==> config.mk <==
export PLATFORM = sky130hd
export DESIGN_NAME = aux_chan_regs
export DESIGN_NICKNAME = d
export VERILOG_FILES = /design/src/rtl/aux_regs_pkg.sv /design/src/rtl/aux_reply_timer.sv /design/src/rtl/aux_msg_buffer.sv /design/src/rtl/aux_xfer_fsm.sv /design/src/rtl/aux_chan_regs.sv
export SDC_FILE = /design/constraint.sdc
export NUM_CORES = 1
export LEC_CHECK = 0
export ABC_AREA = 1
export BUFFER_PORTS_ARGS = -buffer_cell sky130_fd_sc_hd__buf_2
export CAP_MARGIN = 20
export CORE_AREA = 4 4 210 212
export DETAILED_ROUTE_END_ITERATION = 10
export DIE_AREA = 0 0 214 216
export PLACE_DENSITY = 0.5
export SYNTH_ARGS = -nofsm -noshare
export SYNTH_HDL_FRONTEND = slang
export SYNTH_SLANG_ARGS = --single-unit
==> constraint.sdc <==
create_clock -name clk -period 5.1 [get_ports clk]
set_input_delay 0.255 -clock clk [delete_from_list [all_inputs] [get_ports clk]]
set_output_delay 0.255 -clock clk [all_outputs]
set_load 0.005 [all_outputs]
==> src/rtl/aux_regs_pkg.sv <==
package aux_regs_pkg;

    typedef enum logic [1:0] {
        ST_IDLE = 2'd0,
        ST_SEND = 2'd1,
        ST_WAIT = 2'd2,
        ST_RECV = 2'd3
    } xfer_state_e;

    localparam int WORD_W         = 32;
    localparam int BYTES_PER_WORD = WORD_W / 8;

    // control word bit positions
    localparam int CB_BUSY     = 31;
    localparam int CB_DONE     = 30;
    localparam int CB_IRQEN    = 29;
    localparam int CB_TOERR    = 28;
    localparam int CB_RXERR    = 27;
    localparam int CB_TOSEL_HI = 26;
    localparam int CB_TOSEL_LO = 25;
    localparam int CB_BADLEN   = 24;

    function automatic logic len_ok(input int unsigned n, input int unsigned lim);
        return (n != 0) && (n <= lim);
    endfunction

endpackage

==> src/rtl/aux_reply_timer.sv <==
module aux_reply_timer #(
    parameter int CYC_PER_US = 100,
    parameter int LIM_US_0   = 400,
    parameter int LIM_US_1   = 600,
    parameter int LIM_US_2   = 800,
    parameter int LIM_US_3   = 4000
) (
    input  logic       clk,
    input  logic       rst_n,
    input  logic       run,
    input  logic [1:0] sel,
    output logic       expired
);
    localparam int MAX01  = (LIM_US_0 > LIM_US_1) ? LIM_US_0 : LIM_US_1;
    localparam int MAX23  = (LIM_US_2 > LIM_US_3) ? LIM_US_2 : LIM_US_3;
    localparam int MAXLIM = (MAX01 > MAX23) ? MAX01 : MAX23;
    localparam int CNT_W  = $clog2(MAXLIM + 1);

    logic             tick;
    logic [CNT_W-1:0] us_cnt;
    logic [CNT_W-1:0] limit;

    generate
        if (CYC_PER_US > 1) begin : g_prescale
            localparam int PRE_W = $clog2(CYC_PER_US);
            logic [PRE_W-1:0] pre;
            assign tick = run && (pre == PRE_W'(CYC_PER_US - 1));
            always_ff @(posedge clk or negedge rst_n) begin
                if (!rst_n)             pre <= '0;
                else if (!run || tick)  pre <= '0;
                else                    pre <= pre + PRE_W'(1);
            end
        end else begin : g_direct
            assign tick = run;
        end
    endgenerate

    always_ff @(posedge clk or negedge rst_n) begin
        if (!rst_n)      us_cnt <= '0;
        else if (!run)   us_cnt <= '0;
        else if (tick)   us_cnt <= us_cnt + CNT_W'(1);
    end

    always_comb begin
        unique case (sel)
            2'd0: limit = CNT_W'(LIM_US_0);
            2'd1: limit = CNT_W'(LIM_US_1);
            2'd2: limit = CNT_W'(LIM_US_2);
            default: limit = CNT_W'(LIM_US_3);
        endcase
    end

    assign expired = tick && (us_cnt == limit - CNT_W'(1));

endmodule

==> src/rtl/aux_msg_buffer.sv <==
module aux_msg_buffer #(
    parameter int NUM_WORDS = 5,
    localparam int BUF_W    = NUM_WORDS * 32,
    localparam int IDX_W    = (NUM_WORDS > 1) ? $clog2(NUM_WORDS) : 1
) (
    input  logic             clk,
    input  logic             rst_n,
    input  logic             busy,
    input  logic             wr_en,
    input  logic [IDX_W-1:0] wr_idx,
    input  logic [31:0]      wr_data,
    input  logic             load,
    input  logic [BUF_W-1:0] load_data,
    input  logic [IDX_W-1:0] rd_idx,
    output logic [31:0]      rd_word,
    output logic [BUF_W-1:0] flat
);
    logic [31:0] words [NUM_WORDS];

    generate
        for (genvar w = 0; w < NUM_WORDS; w++) begin : g_word
            always_ff @(posedge clk or negedge rst_n) begin
                if (!rst_n)
                    words[w] <= '0;
                else if (load)
                    words[w] <= load_data[BUF_W-1-32*w -: 32];
                else if (wr_en && !busy && (wr_idx == IDX_W'(w)))
                    words[w] <= wr_data;
            end
            assign flat[BUF_W-1-32*w -: 32] = words[w];
        end
    endgenerate

    always_comb begin
        rd_word = '0;
        for (int i = 0; i < NUM_WORDS; i++)
            if (rd_idx == IDX_W'(i)) rd_word = words[i];
    end

    // a transfer in flight never sees its buffer change except by the reply load
    assert_hold_while_busy_R5: assert property (@(posedge clk) disable iff (!rst_n)
        (busy && !load) |=> $stable(flat));

endmodule

==> src/rtl/aux_xfer_fsm.sv <==
module aux_xfer_fsm
    import aux_regs_pkg::*;
(
    input  logic        clk,
    input  logic        rst_n,
    input  logic        start_req,
    input  logic        tx_end,
    input  logic        reply,
    input  logic        done_in,
    input  logic        expired,
    output xfer_state_e state,
    output logic        busy,
    output logic        timer_run,
    output logic        complete,
    output logic        timeout,
    output logic        start_pulse,
    output logic        abort_pulse
);
    xfer_state_e state_nx;

    assign busy      = (state != ST_IDLE);
    assign timer_run = (state == ST_WAIT);
    assign complete  = busy && done_in;
    assign timeout   = (state == ST_WAIT) && expired && !done_in;

    always_comb begin
        state_nx = state;
        unique case (state)
            ST_IDLE: if (start_req) state_nx = ST_SEND;
            ST_SEND: begin
                if (complete)      state_nx = ST_IDLE;
                else if (tx_end)   state_nx = ST_WAIT;
            end
            ST_WAIT: begin
                if (complete)      state_nx = ST_IDLE;
                else if (timeout)  state_nx = ST_IDLE;
                else if (reply)    state_nx = ST_RECV;
            end
            ST_RECV: if (complete) state_nx = ST_IDLE;
            default:               state_nx = ST_IDLE;
        endcase
    end

    // state register
    always_ff @(posedge clk or negedge rst_n) begin
        if (!rst_n) state <= ST_IDLE;
        else        state <= state_nx;
    end

    // registered outputs
    always_ff @(posedge clk or negedge rst_n) begin
        if (!rst_n) begin
            start_pulse <= 1'b0;
            abort_pulse <= 1'b0;
        end else begin
            start_pulse <= (state == ST_IDLE) && start_req;
            abort_pulse <= timeout;
        end
    end

    assert_start_one_cycle_R3: assert property (@(posedge clk) disable iff (!rst_n)
        start_pulse |=> !start_pulse);

    assert_start_while_busy_R3: assert property (@(posedge clk) disable iff (!rst_n)
        start_pulse |-> (state == ST_SEND));

    assert_timer_stops_at_reply_R10: assert property (@(posedge clk) disable iff (!rst_n)
        ((state == ST_WAIT) && reply && !done_in && !expired) |=> (state == ST_RECV));

endmodule

==> src/rtl/aux_chan_regs.sv <==
module aux_chan_regs
    import aux_regs_pkg::*;
#(
    parameter int NUM_WORDS  = 5,
    parameter int CYC_PER_US = 100,
    parameter int TO_US_0    = 400,
    parameter int TO_US_1    = 600,
    parameter int TO_US_2    = 800,
    parameter int TO_US_3    = 4000,
    localparam int BUF_W     = NUM_WORDS * 32,
    localparam int MAX_BYTES = NUM_WORDS * BYTES_PER_WORD,
    localparam int LEN_W     = $clog2(MAX_BYTES + 1),
    localparam int ADDR_W    = $clog2(NUM_WORDS + 1),
    localparam int IDX_W     = (NUM_WORDS > 1) ? $clog2(NUM_WORDS) : 1
) (
    input  logic              clk,
    input  logic              rst_n,
    input  logic              bus_wr,
    input  logic [ADDR_W-1:0] bus_addr,
    input  logic [31:0]       bus_wdata,
    output logic [31:0]       bus_rdata,
    output logic              irq,
    output logic              eng_start,
    output logic              eng_abort,
    output logic [LEN_W-1:0]  eng_tx_len,
    output logic [BUF_W-1:0]  eng_tx_data,
    input  logic              eng_tx_end,
    input  logic              eng_reply,
    input  logic              eng_done,
    input  logic [LEN_W-1:0]  eng_rx_len,
    input  logic              eng_rx_err,
    input  logic [BUF_W-1:0]  eng_rx_data
);
    // control word state
    logic             ctl_done;
    logic             ctl_irq_en;
    logic             ctl_to_err;
    logic             ctl_rx_err;
    logic             ctl_bad_len;
    logic [1:0]       ctl_to_sel;
    logic [LEN_W-1:0] ctl_size;

    xfer_state_e      state;
    logic             busy;
    logic             timer_run;
    logic             complete;
    logic             timeout;
    logic             expired;

    logic             ctl_wr;
    logic             data_sel;
    logic [IDX_W-1:0] word_idx;
    logic             start_req;
    logic             rx_legal;
    logic             buf_load;
    logic [31:0]      buf_rd;
    logic [31:0]      ctl_rdata;
    logic             unused_wbits;

    assign ctl_wr    = bus_wr && (bus_addr == '0);
    assign data_sel  = (bus_addr != '0) && (int'(bus_addr) <= NUM_WORDS);
    assign word_idx  = IDX_W'(bus_addr - ADDR_W'(1));
    assign start_req = ctl_wr && !busy && bus_wdata[CB_BUSY]
                       && len_ok(int'(bus_wdata[LEN_W-1:0]), MAX_BYTES);
    assign rx_legal  = len_ok(int'(eng_rx_len), MAX_BYTES);
    assign buf_load  = complete && !eng_rx_err && rx_legal;
    assign unused_wbits = ^bus_wdata[CB_BADLEN-1:LEN_W];

    aux_xfer_fsm u_fsm (
        .clk         (clk),
        .rst_n       (rst_n),
        .start_req   (start_req),
        .tx_end      (eng_tx_end),
        .reply       (eng_reply),
        .done_in     (eng_done),
        .expired     (expired),
        .state       (state),
        .busy        (busy),
        .timer_run   (timer_run),
        .complete    (complete),
        .timeout     (timeout),
        .start_pulse (eng_start),
        .abort_pulse (eng_abort)
    );

    aux_reply_timer #(
        .CYC_PER_US (CYC_PER_US),
        .LIM_US_0   (TO_US_0),
        .LIM_US_1   (TO_US_1),
        .LIM_US_2   (TO_US_2),
        .LIM_US_3   (TO_US_3)
    ) u_timer (
        .clk     (clk),
        .rst_n   (rst_n),
        .run     (timer_run),
        .sel     (ctl_to_sel),
        .expired (expired)
    );

    aux_msg_buffer #(.NUM_WORDS(NUM_WORDS)) u_buf (
        .clk       (clk),
        .rst_n     (rst_n),
        .busy      (busy),
        .wr_en     (bus_wr && data_sel),
        .wr_idx    (word_idx),
        .wr_data   (bus_wdata),
        .load      (buf_load),
        .load_data (eng_rx_data),
        .rd_idx    (word_idx),
        .rd_word   (buf_rd),
        .flat      (eng_tx_data)
    );

    always_ff @(posedge clk or negedge rst_n) begin
        if (!rst_n) begin
            ctl_done    <= 1'b0;
            ctl_irq_en  <= 1'b0;
            ctl_to_err  <= 1'b0;
            ctl_rx_err  <= 1'b0;
            ctl_bad_len <= 1'b0;
            ctl_to_sel  <= 2'd0;
            ctl_size    <= '0;
        end else if (complete) begin
            ctl_done <= 1'b1;
            ctl_size <= eng_rx_len;
            if (eng_rx_err)     ctl_rx_err  <= 1'b1;
            else if (!rx_legal) ctl_bad_len <= 1'b1;
        end else if (timeout) begin
            ctl_done   <= 1'b1;
            ctl_to_err <= 1'b1;
        end else if (ctl_wr && !busy) begin
            ctl_irq_en <= bus_wdata[CB_IRQEN];
            ctl_to_sel <= bus_wdata[CB_TOSEL_HI:CB_TOSEL_LO];
            ctl_size   <= bus_wdata[LEN_W-1:0];
            if (bus_wdata[CB_DONE])   ctl_done    <= 1'b0;
            if (bus_wdata[CB_TOERR])  ctl_to_err  <= 1'b0;
            if (bus_wdata[CB_RXERR])  ctl_rx_err  <= 1'b0;
            if (bus_wdata[CB_BADLEN]) ctl_bad_len <= 1'b0;
        end
    end

    assign ctl_rdata = {busy, ctl_done, ctl_irq_en, ctl_to_err, ctl_rx_err,
                        ctl_to_sel, ctl_bad_len, {(CB_BADLEN-LEN_W){1'b0}}, ctl_size};

    assign bus_rdata  = (bus_addr == '0) ? ctl_rdata : (data_sel ? buf_rd : 32'd0);
    assign irq        = ctl_done && ctl_irq_en;
    assign eng_tx_len = ctl_size;

    assert_done_ends_busy_R6: assert property (@(posedge clk) disable iff (!rst_n)
        (eng_done && busy) |=> (!busy && ctl_done));

    assert_abort_flags_R9: assert property (@(posedge clk) disable iff (!rst_n)
        eng_abort |-> (ctl_to_err && ctl_done && !busy));

    assert_busy_write_ignored_R5: assert property (@(posedge clk) disable iff (!rst_n)
        (busy && ctl_wr && !eng_done) |=> ($stable(ctl_irq_en) && $stable(ctl_to_sel)));

    assert_bad_len_no_load_R8: assert property (@(posedge clk) disable iff (!rst_n)
        (busy && eng_done && !rx_legal) |=> $stable(eng_tx_data));

endmodule

==> out/summary.txt <==
Outcome - completed
Initial antenna violation count - 9
Total core area - 41950 µm²
I/O Pins - 407
Gr usage total - 21.69%
RSZ-0062 raised after global routing - false
Yosys cell types - 34
Yosys warning count - 0
Pleak - 5.875 nW
CTS tree - yes
Synth Net Count - 1505
Clock transition at path regs - 0.08 ns
Crit end category - register
Slew headroom - 21.68%
Detail Placement HPWL - 36890 µm
Layout cell share with drive strength beyond 1 - 29.21%
Final WS setup - 2.150 ns
First-pass GRT wire length - 76520 µm
Arrival time at the worst endpoint - 3.33 ns
CP Max Fanout - 40
Inst Count DP - 2148
Number of synthesized flops with an enable pin - 0
Ys flop type - dfrtp_1
Reg area - 4880 µm²
Post-DRT Antenna Nets - 0
Worst Hold Slack - 0.03355 ns
Die height - 216 µm
Filler cell count - 4557
Die width - 214 µm
Final Wtd Congestion - 0.8501
Initial DRC Count - 949
Worst Path Required - 5.48 ns
Synthesized instance count - 1290
Setup Total Neg Slack - 0 ns
Via Count - 11584
Clock Latency Late Sink - 0.47 ns
CTS Sinks - 195
Root Buffer - clkbuf_16
Num CTS Buffers - 17
Hold Vio Cnt, Final - 0
Largest buffer count on any clock path - 2
Htree depth - 4
Number of max-cap violations - 0
Area of the multi-input gates - 4870 µm²
CP Class - reg2reg
Peak supply drop - 0.0002224 V
Seq/Total Area, Yosys - 46.84%
Worst min path class - in2reg
Mapped Area - 10420 µm²
Setup Skew - 0.01843 ns
Pin count of the biggest net entering global routing - 100
Drt pass-1 iters - 5
Mean Syn Cell Area - 8.077 µm²
Synthesized flop and latch total - 195
Vias in the first global route - 11528
Setup WS pre-CTS - 2.106 ns
Setup-failing EPs final - 0
Drt wl/cell - 23.74 µm
Final #Nets - 1845
Final WL - 51920 µm
DRC - 0
Slew Limit Fails - 0
Pwr/cell area - 522.8 nW/µm²
Fmax - 338.9 MHz
Slew @ Worst Pin - 1.175 ns
Total grt overflow - 0
Area after DPL - 12820 µm²
Fin crit period - 2.950 ns
Port bufs - 406
Number of core rows - 75
Via-per-instance ratio - 5.297
Starting density of the core - 24.84%
Area delta synth->final - 29.45%
Fin cells - 2187
Asr flop ratio synth - 100.0%
Critical path startpoint category - register
Die ar. - 46220 µm²
Finished Cell Area - 13490 µm²
Final period util - 57.85%
==> critical path: stages, from the launching register on <==
cell     delay, ns
dfrtp_1       0.39
nor2_2        0.07
nor2_2        0.39
inv_2         0.21
nor2_4        0.17
nand3_2       0.20
nand2_2       0.59
buf_4         0.58
nor2_1        0.10
a31oi_1       0.15
==> report_power, final <==
part           total [W]  leakage [nW]  internal [W]  switching, W
logic            0.00264          3.33       0.00112       0.00152
clock network    0.00151         0.307      0.000849      0.000662
registers        0.00290          2.24       0.00223      0.000670
total            0.00705          5.87       0.00419       0.00286
==> sequential cells by signal, summed over array words and instances (netlist names), 2 cells and up <==
| signal | flops |
|---|---|
| u_fsm.state | 2 |
| ctl_to_sel | 2 |
| eng_tx_len | 5 |
| u_timer.g_prescale.pre | 7 |
| u_timer.us_cnt | 12 |
| u_buf.flat | 160 |
==> stage by stage <==
stage,utilization (%),total power (W)
2_1_floorplan,-,0.004051
3_3_place_gp,30.57,0.005563
3_5_place_dp,30.57,0.005581
4_1_cts,32.12,0.007112
5_1_grt,32.15,0.007531
6_report,32.15,0.007051
==> cell usage after synthesis, drive strengths merged (2+ instances only) <==
library cell / number / share of area [%]
a41o: 4 / 0.38
nand4: 164 / 9.8
nor3: 10 / 0.58
a21oi: 60 / 2.9
o22ai: 19 / 1.1
clkbuf: 60 / 2.2
nor3b: 3 / 0.22
o211ai: 3 / 0.22
ha: 8 / 0.96
nand2: 160 / 5.9
o21a: 14 / 1.0
nor2: 235 / 8.6
dfrtp: 195 / 47
inv: 53 / 1.9
o21ai: 39 / 1.9
buf: 48 / 2.6
nand3: 33 / 1.6
a31oi: 163 / 9.8
xor2: 2 / 0.17
o2111ai: 2 / 0.17
a41oi: 8 / 0.67
nor4: 2 / 0.12
==> final timing paths <==
| path | startpoint | endpoint | slack [ns] | cells after the start |
|---|---|---|---|---|
| worst min register to register | u_timer.g_prescale.pre[0] | u_timer.g_prescale.pre[0] | 0.47 | 1 |
| min in group asynchronous | rst_n | eng_tx_len[4] | 0.40 | 2 |
| max in group asynchronous | rst_n | u_buf.flat[120] | 3.34 | 3 |
| worst min-delay path | bus_wdata[29] | ctl_irq_en | 0.03 | 3 |
| worst max-delay path | u_fsm.state[0] | u_buf.flat[144] | 2.15 | 9 |
| worst max register to register | u_fsm.state[0] | u_buf.flat[144] | 2.15 | 9 |
==> cell families (layout without fill, tap and decap cells) <==
kind of cell,after synthesis,count (layout),share of synthesized area (%)
AO/OA/AOI/OAI,314,314,18.28
XOR/XNOR,3,3,0.2522
adder cells (fa/ha/maj),8,8,0.9608
buffers and inverters,161,514,6.665
flip-flops,195,195,46.84
other,0,5,0
AND/OR/NAND/NOR,609,609,27.01
==> layout make-up <==
class,instances,share of cell area (%)
diodes,5,0.09277
inverters,53,1.475
flip-flops and latches,195,36.18
well taps,539,5.000
clock inverters,12,1.308
multi-input cells,934,36.11
repair buffers,429,16.45
clock buffers,20,3.386
==> layer usage <==
layer / global-route usage [%] / up-vias / wire (µm) / share of wire, %
met3: 4.416 / 59 / 3100 / 6.0
met1: 28.23 / 5638 / 22100 / 43
met2: 36.40 / 511 / 25480 / 49
met5: 0 / - / 32 / 0.062
li1: - / 5372 / - / -
met4: 6.873 / 4 / 1213 / 2.3
==> cell usage in the layout (no fill, tap or decap), types with 6 or more instances in the layout <==
cell type  instances
buf_2            405
nor2_1           229
dfrtp_1          195
nand4_1          164
a31oi_1          163
nand2_1          153
a21oi_1           60
inv_1             48
o21ai_0           39
nand3_1           32
buf_4             21
o22ai_1           19
clkbuf_16         17
o21a_1            14
nor3_1             8
a41oi_1            8
ha_1               8
nand2_2            6
==> repair_timing <==
action                                 CTS  global route
buffers inserted                         0             0
hold buffers                             2             0
endpoints found under the hold margin   98             0
gates resized for setup                  0             0
No activity file was read; power rests on OpenSTA's default activity.
